**config.mk**
```make
export PLATFORM = sky130hd
export DESIGN_NAME = bfx_xnor_insert
export DESIGN_NICKNAME = d
export VERILOG_FILES = /design/src/rtl/bfx_pkg.sv /design/src/rtl/bfx_mask_gen.sv /design/src/rtl/bfx_align.sv /design/src/rtl/bfx_merge.sv /design/src/rtl/bfx_xnor_insert.sv
export SDC_FILE = /design/constraint.sdc
export NUM_CORES = 1
export LEC_CHECK = 0
export BUFFER_PORTS_ARGS = -buffer_cell sky130_fd_sc_hd__buf_2
export CORE_MARGIN = 5
export CORE_UTILIZATION = 35
export CTS_CLUSTER_SIZE = 40
export DETAILED_ROUTE_END_ITERATION = 6
export SYNTH_ARGS = -nofsm -noshare
export SYNTH_HDL_FRONTEND = slang
export SYNTH_SLANG_ARGS = --single-unit
export TNS_END_PERCENT = 1
```
**constraint.sdc**
```tcl
create_clock -name clk_i -period 2.4 [get_ports clk_i]
set_input_delay 0.36 -clock clk_i [delete_from_list [all_inputs] [get_ports clk_i]]
set_output_delay 0.36 -clock clk_i [all_outputs]
set_load 0.01 [all_outputs]
```
**src/rtl/bfx_pkg.sv**
```systemverilog
package bfx_pkg;
   typedef struct packed {
      logic n;
      logic z;
      logic v;
      logic c;
   } bfx_flags_t;

   localparam int unsigned IMPL_OPERATOR = 0;
   localparam int unsigned IMPL_STRUCTURAL = 1;
endpackage

```
**src/rtl/bfx_mask_gen.sv**
```systemverilog
module bfx_mask_gen #(
   parameter int unsigned DATA_W = 16,
   parameter int unsigned CODE_W = 4,
   parameter int unsigned IMPL   = 0
) (
   input  logic [CODE_W-1:0] wcode_i,
   input  logic [CODE_W-1:0] ocode_i,
   output logic [DATA_W-1:0] mask_o
);
   localparam logic [CODE_W-1:0] TOP_IDX = CODE_W'(DATA_W - 1);
   localparam logic [DATA_W-1:0] ALL_ONES = {DATA_W{1'b1}};

   generate
      if (IMPL == bfx_pkg::IMPL_OPERATOR) begin : g_shift
         logic [DATA_W-1:0] low_ones;
         always_comb begin
            low_ones = ALL_ONES >> (TOP_IDX - wcode_i);
            mask_o   = low_ones << ocode_i;
         end
      end else begin : g_compare
         for (genvar i = 0; i < DATA_W; i++) begin : g_bit
            localparam logic [CODE_W:0] IDX = (CODE_W+1)'(i);
            logic above_base;
            logic within_len;
            always_comb begin
               above_base = IDX >= {1'b0, ocode_i};
               within_len = (IDX - {1'b0, ocode_i}) <= {1'b0, wcode_i};
               mask_o[i]  = above_base && within_len;
            end
         end
      end
   endgenerate
endmodule

```
**src/rtl/bfx_align.sv**
```systemverilog
module bfx_align #(
   parameter int unsigned DATA_W = 16,
   parameter int unsigned CODE_W = 4,
   parameter int unsigned IMPL   = 0
) (
   input  logic [DATA_W-1:0] src_i,
   input  logic [CODE_W-1:0] ocode_i,
   output logic [DATA_W-1:0] aligned_o
);
   generate
      if (IMPL == bfx_pkg::IMPL_OPERATOR) begin : g_shift
         assign aligned_o = src_i << ocode_i;
      end else begin : g_barrel
         logic [DATA_W-1:0] stage [CODE_W+1];
         assign stage[0] = src_i;
         for (genvar k = 0; k < CODE_W; k++) begin : g_stage
            localparam int unsigned STEP = 1 << k;
            assign stage[k+1] = ocode_i[k] ? (stage[k] << STEP) : stage[k];
         end
         assign aligned_o = stage[CODE_W];
      end
   endgenerate
endmodule

```
**src/rtl/bfx_merge.sv**
```systemverilog
module bfx_merge #(
   parameter int unsigned DATA_W = 16
) (
   input  logic [DATA_W-1:0]  dst_i,
   input  logic [DATA_W-1:0]  aligned_i,
   input  logic [DATA_W-1:0]  mask_i,
   input  logic               c_i,
   output logic [DATA_W-1:0]  res_o,
   output bfx_pkg::bfx_flags_t flags_o
);
   logic [DATA_W-1:0] xnor_bits;
   logic [DATA_W-1:0] kept_bits;

   always_comb begin
      xnor_bits = ~(aligned_i ^ dst_i) & mask_i;
      kept_bits = dst_i & ~mask_i;
      res_o     = xnor_bits | kept_bits;
      flags_o.n = res_o[DATA_W-1];
      flags_o.z = ~|res_o;
      flags_o.v = 1'b0;
      flags_o.c = c_i;
   end
endmodule

```
**src/rtl/bfx_xnor_insert.sv**
```systemverilog
module bfx_xnor_insert #(
   parameter int unsigned DATA_W    = 16,
   parameter int unsigned CTL_W     = 16,
   parameter int unsigned MASK_IMPL = 0,
   parameter int unsigned SHIFT_IMPL = 0
) (
   input  logic              clk_i,
   input  logic              rst_i,
   input  logic              start_i,
   input  logic [DATA_W-1:0] dst_i,
   input  logic [DATA_W-1:0] src_i,
   input  logic [CTL_W-1:0]  ctl_i,
   input  logic              c_in,
   output logic [DATA_W-1:0] res_o,
   output logic              valid_o,
   output logic              flag_n_o,
   output logic              flag_z_o,
   output logic              flag_v_o,
   output logic              flag_c_o
);
   import bfx_pkg::*;

   localparam int unsigned CODE_W = $clog2(DATA_W);
   localparam int unsigned OFS_LSB = 0;
   localparam int unsigned WID_LSB = CODE_W;

   generate
      if ((1 << CODE_W) != DATA_W || DATA_W < 2) begin : g_bad_width
         $error("bfx_xnor_insert: DATA_W must be a power of two, at least 2");
      end
      if (CTL_W < 2 * CODE_W) begin : g_bad_ctl
         $error("bfx_xnor_insert: CTL_W too narrow for width and offset codes");
      end
      if (MASK_IMPL > 1 || SHIFT_IMPL > 1) begin : g_bad_impl
         $error("bfx_xnor_insert: implementation selector out of range");
      end
   endgenerate

   logic [CODE_W-1:0] wcode;
   logic [CODE_W-1:0] ocode;
   assign wcode = ctl_i[WID_LSB +: CODE_W];
   assign ocode = ctl_i[OFS_LSB +: CODE_W];

   logic [DATA_W-1:0] mask_w;
   logic [DATA_W-1:0] aligned_w;
   logic [DATA_W-1:0] res_w;
   bfx_flags_t        flags_w;

   bfx_mask_gen #(.DATA_W(DATA_W), .CODE_W(CODE_W), .IMPL(MASK_IMPL)) u_mask (
      .wcode_i (wcode),
      .ocode_i (ocode),
      .mask_o  (mask_w)
   );

   bfx_align #(.DATA_W(DATA_W), .CODE_W(CODE_W), .IMPL(SHIFT_IMPL)) u_align (
      .src_i     (src_i),
      .ocode_i   (ocode),
      .aligned_o (aligned_w)
   );

   bfx_merge #(.DATA_W(DATA_W)) u_merge (
      .dst_i     (dst_i),
      .aligned_i (aligned_w),
      .mask_i    (mask_w),
      .c_i       (c_in),
      .res_o     (res_w),
      .flags_o   (flags_w)
   );

   bfx_flags_t flags_q;

   always_ff @(posedge clk_i) begin
      if (rst_i) begin
         res_o   <= '0;
         flags_q <= '0;
         valid_o <= 1'b0;
      end else begin
         valid_o <= start_i;
         if (start_i) begin
            res_o   <= res_w;
            flags_q <= flags_w;
         end
      end
   end

   assign flag_n_o = flags_q.n;
   assign flag_z_o = flags_q.z;
   assign flag_v_o = flags_q.v;
   assign flag_c_o = flags_q.c;

   AST_MASK_FITS: assert property (@(posedge clk_i) disable iff (rst_i)
      start_i |-> ($countones(mask_w) <= int'(wcode) + 1));
   AST_OUTSIDE_KEPT: assert property (@(posedge clk_i) disable iff (rst_i)
      start_i |=> (((res_o ^ $past(dst_i)) & ~$past(mask_w)) == '0));
   AST_ZERO_SRC_TOGGLES: assert property (@(posedge clk_i) disable iff (rst_i)
      (start_i && src_i == '0) |=> ((res_o ^ $past(dst_i)) == $past(mask_w)));
   AST_N_MATCHES: assert property (@(posedge clk_i) disable iff (rst_i)
      valid_o |-> (flag_n_o == res_o[DATA_W-1]));
   AST_Z_MATCHES: assert property (@(posedge clk_i) disable iff (rst_i)
      valid_o |-> (flag_z_o == (res_o == '0)));
   AST_V_C_UPDATE: assert property (@(posedge clk_i) disable iff (rst_i)
      start_i |=> (!flag_v_o && flag_c_o == $past(c_in)));
   AST_VALID_FOLLOWS: assert property (@(posedge clk_i) disable iff (rst_i)
      start_i |=> valid_o);
   AST_NO_STRAY_VALID: assert property (@(posedge clk_i) disable iff (rst_i)
      !start_i |=> !valid_o);
   AST_IDLE_HOLD: assert property (@(posedge clk_i) disable iff (rst_i)
      !start_i |=> ($stable(res_o) && $stable(flag_n_o) && $stable(flag_z_o)
                    && $stable(flag_c_o)));
   AST_RESET_CLEARS: assert property (@(posedge clk_i)
      rst_i |=> (res_o == '0 && !valid_o && !flag_n_o && !flag_z_o
                 && !flag_v_o && !flag_c_o));
endmodule

```
==> impl_metrics.py, run 1 <==
metrics = {
    "finish": {
        "fin_area_um2": 2650,
        "areaGrowthSynthToFinish_pct": 41.9,
        "fin_util_pct": 51.5,
        "final_layout_size_suffix_gt1_share_pct": 44.1,
        "final_nets": 377,
        "antennaDiodeCount": 0,
        "stdcell_count": 394,
    },
    "sta": {
        "finalSetupViolations": 0,
        "drv_slew": 0,
        "tightest_slew_ns": 0.536,
        "max_freq_mhz": 433,
        "hold_viol": 0,
        "skew_ns": 0,
        "finalCritPeriodShare_pct": 96.3,
        "min_period_ns": 2.31,
        "slew_headroom_pct": 64.1,
    },
    "yosys": {
        "netlist_area_um2": 1870,
        "synth_warnings": 0,
        "async_flop_share_pct": 0,
        "synth-seq-cells": 19,
        "avgSynthCellArea_um2": 8.05,
        "synth_cells": 232,
        "syn-num-nets": 284,
        "synth_area_leaders": "dfxtp_1 20%, mux2i_1 8.6%, nor2_1 5.8%",
        "synth-edff-count": 0,
        "ys_seq_area_share_pct": 20.4,
        "yosysTopAreaCell": "dfxtp_1",
        "synth.top_cell.area_share_pct": 20.4,
        "synth.distinct_cells": 59,
        "synthFlopType": "dfxtp_1",
    },
    "worst_setup_path": {
        "crit_path_end_kind": "register",
        "r2r_start": "flag_z_o",
        "worstReg2RegEnd": "flag_z_o",
        "startpoint_type": "input port",
        "ff2ff_path_depth": 2,
        "path_class": "in -> reg",
        "rrSetupSlack_ns": 1.49,
        "path_max_fanout": 8,
        "worst_ep_arrival_time_ns": 2.50,
        "crit_required_ns": 2.59,
    },
    "floorplan": {
        "io_pins": 73,
        "fp.dieArea_um2": 6890,
        "initial_core_util_pct": 36.3,
        "chipWidth_um": 83.0,
        "num_rows": 26,
        "core-area_um2": 5140,
        "die_y_um": 83.0,
    },
    "place": {
        "place_area_um2": 2530,
        "place.gp.congestion": 0.848,
        "hpwl_mm": 4.62,
        "post-place-cells": 389,
        "io_buffers": 63,
    },
    "clock_network": {
        "cts_max_level": 1,
        "cts.path.max_buffers": 2,
        "clk_pin_slew_worst_paths_ns": 0.07,
        "clock_latency_ns": 0.25,
        "cts_tree": "done",
        "cts_made_buffers": 3,
        "clock-sinks": 19,
        "clock-root-buffer": "clkbuf_8",
        "hold_buffers": 0,
    },
    "global_routing": {
        "antenna_found_initial": 0,
        "grt_max_degree": 28,
        "grt_pass1_wl_mm": 9.38,
        "gr-usage-all-layers_pct": 15.8,
        "grt_pass1_vias": 1935,
        "grt_overflow": 0,
    },
    "min_path": {
        "holdPathStages": 3,
        "hp-class": "in -> reg",
        "hold_path_end": "flag_c_o",
        "min_from": "c_in",
    },
    "flow_run": {
        "maxCapViolCount": 0,
    },
    "detailed_routing": {
        "wl_per_cell_um": 14.6,
        "drcViolationCount": 0,
        "post_drt_via_cell_ratio": 5.35,
        "wl_mm": 5.76,
        "antenna_left": 0,
        "first_pass_iters": 4,
        "drt_iter0_markers": 85,
        "dr_total_vias": 2109,
    },
    "power_and_ir_drop": {
        "power.leakage_nw": 1.16,
        "power_density_nw_per_um2": 393,
        "ir_drop_mv": 0.223,
    },
    "outcome": {
        "outcome": "completed",
    },
}
-- worst max-delay path by stage --
stage,from,endpoint,slack [ns],cells after the start
final,ctl_i[0],flag_z_o,0.09,10
after global routing,ctl_i[0],flag_z_o,-0.05,10
after CTS,ctl_i[0],flag_z_o,0.008,11
after detailed placement,ctl_i[0],flag_z_o,-0.24,11
after global placement,ctl_i[0],flag_z_o,-0.21,10
after floorplan,ctl_i[0],flag_z_o,0.03,9
-- kinds of logic after synthesis --
kind of cell	count (synthesis)	synth area share, %
and+or+nand+nor	81	22.7
other	1	0.201
DFF	19	20.4
AOI/OAI and AO/OA	59	24.1
buffers and inverters	29	7.37
xor gates and xnor gates	17	7.98
muxes	26	17.2
-- area by class of cell --
| cell class | count | area [µm²] |
|---|---|---|
| inverter | 4 | 15.0 |
| sequential | 19 | 380 |
| tap | 70 | 87.6 |
| fill | 522 | 2490 |
| timing repair buffer | 113 | 709 |
| clock buffer | 3 | 41.3 |
| multi-input combinational | 184 | 1410 |
| clock inverter | 1 | 5.00 |
-- what timing repair did --
item | in CTS | in global routing
buffers inserted | 0 | 1
setup endpoints to repair | 0 | 2
resized for setup | 0 | 14
-- where the power goes --
| part | total, W | switching [W] | internal, W |
|---|---|---|---|
| Combinational | 0.000471 | 0.000233 | 0.000238 |
| Clock | 0.000218 | 0.000103 | 0.000115 |
| Sequential | 0.000353 | 0.0000123 | 0.000341 |
-- cell usage after synthesis (3+ instances only) --
cell type and count:
buf_2 5, xnor2_1 8, nand2b_1 3, a21oi_1 9
and2_1 3, nor2_1 29, nand3_1 4, a31oi_1 6
clkbuf_1 14, o31ai_1 3, mux2_2 6, xor2_1 9
inv_1 3, o221ai_1 3, or3b_2 3, a211oi_1 12
buf_4 4, mux2i_1 16, nand2_1 12, mux4_2 3
nor3_1 5, dfxtp_1 19, nor2b_1 6
-- through the flow --
step	setup WS, ns	hold WS (ns)	power [W]	setup TNS, ns
2_1_floorplan	0.0310	0.495	0.000612	0
3_3_place_gp	-0.206	0.457	0.000803	-0.316
3_5_place_dp	-0.241	0.464	0.000810	-0.426
4_1_cts	0.00776	0.347	0.00102	0
5_1_grt	-0.0471	0.405	0.00111	-0.0471
6_report	0.0881	0.345	0.00104	0
-- cells in the final DEF (no fill, tap or decap), drive strengths merged, types with 4 or more instances in the layout --
cell	n
a211oi	12
a21oi	9
a31oi	7
buf	112
clkbuf	4
dfxtp	19
mux2	6
mux2i	16
mux4	4
nand2	12
nand3	4
nor2	29
nor2b	6
nor3	5
o21ai	4
xnor2	8
xor2	9
-- routing by layer --
metal,vias to the layer above,part of all wire (%),global-route usage (%)
met3,8,6.8,2.67
met4,0,1.2,3.12
met5,-,0,0
met2,84,46,25.7
met1,965,46,22.1
li1,1052,-,-
-- flip-flops by register name, summed over array words and instances (netlist names) --
name	cells
flag_c_o	1
flag_z_o	1
res_o	16
valid_o	1
-- worst max-delay path: stages --
cell and delay, ns:
clkbuf_4 0.16, buf_6 0.15, or4_1 0.55, nand3_2 0.10, a32oi_2 0.13, a22oi_2 0.19, xor2_1 0.20, nand2_1 0.07
or4_1 0.47, o21ai_1 0.13
No activity file was read; power rests on OpenSTA's default activity.
==> inputs of run 2 (changes only) <==
--- a/config.mk
+++ b/config.mk
@@ -10,6 +10,9 @@
 export CORE_UTILIZATION = 35
 export CTS_CLUSTER_SIZE = 40
 export DETAILED_ROUTE_END_ITERATION = 6
+export GPL_TIMING_DRIVEN = 0
+export HOLD_SLACK_MARGIN = 0.12
+export RECOVER_POWER = 50
 export SYNTH_ARGS = -nofsm -noshare
 export SYNTH_HDL_FRONTEND = slang
 export SYNTH_SLANG_ARGS = --single-unit
==> impl_metrics.py, run 2 (synthesis gave the netlist of run 1 again) <==
metrics = {
    "floorplan": {
        "core-area_um2": 5140,
        "fp.dieArea_um2": 6890,
        "initial_core_util_pct": 36.3,
        "num_rows": 26,
        "io_pins": 73,
        "die_y_um": 83.0,
        "chipWidth_um": 83.0,
    },
    "worst_setup_path": {
        "critPathMostFrequentCell": "buf_8",
        "startpoint_type": "input port",
        "crit_path_end_kind": "register",
        "path_class": "in -> reg",
        "ff2ff_path_depth": 2,
        "path_max_fanout": 6,
        "worst_ep_arrival_time_ns": 2.51,
        "worstReg2RegEnd": "flag_z_o",
        "crit_required_ns": 2.59,
        "rrSetupSlack_ns": 1.51,
        "path_cells": "buf_8, buf_8, buf_8, mux4_2, a21oi_2, mux2i_1, nor2_1, xnor2_1, nand3_1, or4_1, o21ai_1",
        "worst-path-buf-inv": 3,
        "r2r_start": "flag_z_o",
        "cpMaxStageDelayCell": "mux4_2",
        "max_stage_delay_ns": 0.52,
        "crit_start": "ctl_i[0]",
        "critPathTopFamily": "simple AND/OR/NAND/NOR gates",
    },
    "place": {
        "place.gp.congestion": 0.891,
        "io_buffers": 55,
        "hpwl_mm": 4.54,
        "post-place-cells": 357,
        "place_area_um2": 2240,
    },
    "sta": {
        "finalHoldWorstSlack_ns": 0.347,
        "max_freq_mhz": 432,
        "skew_ns": 0,
        "hold_viol": 0,
        "tightest_slew_ns": 0.608,
        "finalSetupViolations": 0,
        "finalCritPeriodShare_pct": 96.5,
        "drv_slew": 0,
        "slew_headroom_pct": 59.5,
        "min_period_ns": 2.32,
    },
    "detailed_routing": {
        "drt_iter0_markers": 95,
        "antenna_left": 0,
        "wl_mm": 5.87,
        "post_drt_via_cell_ratio": 5.54,
        "drcViolationCount": 0,
        "wl_per_cell_um": 16.0,
        "first_pass_iters": 4,
        "dr_total_vias": 2032,
    },
    "clock_network": {
        "cts_tree": "done",
        "cts_made_buffers": 3,
        "clk_pin_slew_worst_paths_ns": 0.07,
        "clock-root-buffer": "clkbuf_8",
        "clock-sinks": 19,
        "cts.path.max_buffers": 2,
        "cts_max_level": 1,
        "clock_latency_ns": 0.25,
        "hold_buffers": 0,
    },
    "min_path": {
        "holdPathStages": 3,
        "min_from": "c_in",
        "hold_path_end": "flag_c_o",
        "hp-class": "in -> reg",
    },
    "power_and_ir_drop": {
        "power_density_nw_per_um2": 402,
        "p_total_w": 0.00101,
        "ir_drop_mv": 0.178,
        "power.leakage_nw": 0.955,
    },
    "outcome": {
        "outcome": "completed",
    },
    "finish": {
        "layout_commonest_cell": "buf_2",
        "stdcell_count": 367,
        "regMostFlops": "res_o",
        "fin_area_um2": 2530,
        "largest_reg_flops": 16,
        "antennaDiodeCount": 0,
        "mostFrequentLayoutCells": "40 x buf_2, 28 x nor2_1, 25 x clkbuf_1",
        "final_nets": 350,
        "fillers": 523,
        "areaGrowthSynthToFinish_pct": 35.4,
        "final_layout_size_suffix_gt1_share_pct": 35.0,
    },
    "global_routing": {
        "grt_max_degree": 12,
        "grt_overflow": 0,
        "grt_pass1_wl_mm": 9.34,
        "gr-usage-all-layers_pct": 16.0,
        "grt_pass1_vias": 1928,
        "antenna_found_initial": 0,
    },
    "flow_run": {
        "maxCapViolCount": 0,
    },
}
[run 2: metrics by stage]
| stage | TNS [ns] | worst slack [ns] | utilization, % |
|---|---|---|---|
| final | 0 | 0.0829 | 49.2 |
| after floorplan | 0 | 0.0310 | - |
| after CTS | 0 | 0.00894 | 45.2 |
| after global routing | -0.00209 | -0.00209 | 49.2 |
| after global placement | -0.671 | -0.401 | 43.5 |
| after detailed placement | -0.964 | -0.450 | 43.5 |
[run 2: tightest hold or removal path: stages]
cell and delay (ns):
buf_2 0.07, mux2i_1 0.06, nor2_1 0.08
[run 2: worst max-delay path by stage]
stage                           to  slack (ns)  cells after the start
after floorplan           flag_z_o        0.03                      9
after global placement    flag_z_o       -0.40                     10
after detailed placement  flag_z_o       -0.45                     10
after CTS                 flag_z_o       0.009                      9
after global routing      flag_z_o      -0.002                     11
final                     flag_z_o        0.08                     11
[run 2: layout make-up]
class                   instances  area (µm²)  share of cell area, %
clock buffers                   3        41.3                   1.63
inverters                       4        18.8                  0.743
well taps                      70        87.6                   3.47
repair buffers                 61         315                   12.5
multi-input cells             184        1540                   60.8
plain buffers                  25         141                   5.59
flip-flops and latches         19         380                   15.0
clock inverters                 1        5.00                  0.198
[run 2: per-layer routing]
| metal | GRT usage, % | vias to the layer above | part of all wire (%) |
|---|---|---|---|
| met3 | 3.27 | 6 | 7.1 |
| met4 | 4.31 | 0 | 1.2 |
| li1 | - | 998 | - |
| met5 | 0 | - | 0 |
| met1 | 22.1 | 933 | 46 |
| met2 | 25.1 | 95 | 45 |
[run 2: what timing repair did]
action,CTS,global route
gates resized for setup,6,50
endpoints found under the setup margin,1,3
pin swaps,0,19
buffers inserted,1,5
gates cloned,0,0
[run 2: report_power, final]
part           internal, W  leakage (nW)  switching, W
clock             0.000115        0.0255      0.000106
combinational     0.000196         0.773      0.000244
sequential        0.000341         0.157     0.0000129
==> inputs of run 3 (changes only) <==
--- a/config.mk
+++ b/config.mk
@@ -7,11 +7,12 @@
 export LEC_CHECK = 0
 export BUFFER_PORTS_ARGS = -buffer_cell sky130_fd_sc_hd__buf_2
 export CORE_MARGIN = 5
-export CORE_UTILIZATION = 35
+export CORE_UTILIZATION = 45
 export CTS_CLUSTER_SIZE = 40
 export DETAILED_ROUTE_END_ITERATION = 6
 export GPL_TIMING_DRIVEN = 0
 export HOLD_SLACK_MARGIN = 0.12
+export PLACE_DENSITY = 0.78
 export RECOVER_POWER = 50
 export SYNTH_ARGS = -nofsm -noshare
 export SYNTH_HDL_FRONTEND = slang
==> impl_metrics.py, run 3 (synthesis gave the netlist of run 1 again) <==
metrics = {
    "floorplan": {
        "chipWidth_um": 74.4,
        "initial_core_util_pct": 46.7,
        "num_rows": 23,
        "fp.dieArea_um2": 5540,
        "io_pins": 73,
        "core-area_um2": 4000,
        "die_y_um": 74.4,
    },
    "clock_network": {
        "hold_buffers": 0,
        "clock-sinks": 19,
        "cts_max_level": 1,
        "clock_latency_ns": 0.25,
        "clk_pin_slew_worst_paths_ns": 0.07,
        "cts.path.max_buffers": 2,
        "cts_made_buffers": 3,
        "clock-root-buffer": "clkbuf_8",
        "cts_tree": "done",
    },
    "min_path": {
        "hp-class": "in -> reg",
    },
    "finish": {
        "fin_area_um2": 2450,
        "layout_commonest_cell": "buf_2",
        "final_nets": 348,
        "regMostFlops": "res_o",
        "fillers": 361,
        "mostFrequentLayoutCells": "39 x buf_2, 28 x nor2_1, 27 x clkbuf_1",
        "final_layout_size_suffix_gt1_share_pct": 33.2,
        "largest_reg_flops": 16,
        "antennaDiodeCount": 0,
        "multi_input_area_um2": 1490,
        "seq_area_um2": 380,
        "areaGrowthSynthToFinish_pct": 31.2,
    },
    "power_and_ir_drop": {
        "p_sw_share_pct": 35.5,
        "internal_power_w": 0.000647,
        "seq_power_share_pct": 35.2,
        "power_density_nw_per_um2": 410,
        "power.leakage_nw": 0.937,
        "pwr-share-clk_pct": 22.1,
        "p_total_w": 0.00100,
        "ir_drop_mv": 0.186,
        "combPwrFrac_pct": 42.7,
        "switchingPower_w": 0.000356,
    },
    "flow_run": {
        "maxCapViolCount": 0,
    },
    "place": {
        "place.gp.congestion": 0.930,
        "hpwl_mm": 4.30,
        "io_buffers": 55,
        "pre_cts_slack_ns": -0.407,
        "place_area_um2": 2210,
    },
    "sta": {
        "max_freq_mhz": 429,
        "fin_ws_ns": 0.0670,
        "tightest_slew_ns": 0.598,
        "slew_headroom_pct": 60.1,
        "finalSetupViolations": 0,
        "drv_slew": 0,
        "min_period_ns": 2.33,
        "skew_ns": 0,
        "setup_tns_ns": 0,
        "hold_viol": 0,
        "finalCritPeriodShare_pct": 97.2,
    },
    "detailed_routing": {
        "first_pass_iters": 4,
        "wl_per_cell_um": 16.8,
        "post_drt_via_cell_ratio": 6.09,
        "drt_iter0_markers": 107,
        "antenna_left": 0,
        "dr_total_vias": 2100,
        "drcViolationCount": 0,
        "wl_mm": 5.78,
    },
    "global_routing": {
        "gr-usage-all-layers_pct": 20.0,
        "grt_pass1_wl_mm": 8.85,
        "grt_overflow": 0,
        "antenna_found_initial": 0,
        "grt_pass1_vias": 1925,
        "grt_max_degree": 11,
    },
    "worst_setup_path": {
        "critPathTopFamily": "simple AND/OR/NAND/NOR gates",
        "cpMaxStageDelayCell": "or4b_2",
        "path_cells": "buf_4, buf_8, clkbuf_4, or4b_2, o22ai_2, o2bb2ai_2, o32ai_1, xor2_1, nor3_1, nand4_1, o21ai_1",
        "worst_ep_arrival_time_ns": 2.53,
        "worst-path-buf-inv": 3,
        "startpoint_type": "input port",
        "path_max_fanout": 10,
        "path_class": "in -> reg",
        "crit_path_end_kind": "register",
        "crit_required_ns": 2.59,
        "max_stage_delay_ns": 0.63,
    },
    "outcome": {
        "outcome": "completed",
    },
}
run 3: worst register-to-register path, stage by stage, from the launching register on:
cell,delay (ns)
dfxtp_1,0.33
or3b_2,0.44
o21ai_1,0.08
run 3: what timing repair did:
item                                    4_1_cts  5_1_grt
pin swaps                                     0       17
resized for setup                             5       42
buffers inserted                              0        4
endpoints found under the setup margin        1        2
hold endpoints to repair                      0        0
cloned                                        0        1
run 3: cell type report:
type / count / share of cell area [%]
multi-input cells: 184 / 61.0
flip-flops and latches: 19 / 15.5
repair buffers: 59 / 12.4
plain buffers: 25 / 5.98
well taps: 50 / 2.55
clock buffers: 4 / 1.84
inverters: 4 / 0.766
run 3: per-stage QoR:
stage,utilization (%),hold WS (ns),cells
finish,61.2,0.343,345
global route,61.2,0.374,345
CTS,57.1,0.352,341
detailed placement,55.3,0.473,337
global placement,55.3,0.457,337
floorplan,-,0.495,232
run 3: routing by layer:
layer  wire [µm]  up-vias  GRT usage (%)  part of all wire (%)
met3         598       19           2.70                    10
met1        2330      977           26.2                    40
met4         153        0           4.94                   2.6
li1            -      991              -                     -
met5           0        -              0                     0
met2        2700      113           34.5                    47
run 3: power by group through the flow:
stage	Combinational [W]	Clock (W)	Sequential, W
2_1_floorplan	0.000240	0	0.000372
3_3_place_gp	0.000366	0	0.000359
3_5_place_dp	0.000374	0	0.000360
4_1_cts	0.000384	0.000220	0.000353
5_1_grt	0.000467	0.000235	0.000356
6_report	0.000428	0.000222	0.000354
run 3: path summary, 6_finish.rpt:
kind / from / slack (ns) / end / cells past startpoint
max: ctl_i[0] / 0.07 / flag_z_o / 11
min: c_in / 0.34 / flag_c_o / 3
max reg2reg: flag_z_o / 1.48 / flag_z_o / 2
min reg2reg: res_o[6] / 0.49 / res_o[6] / 2
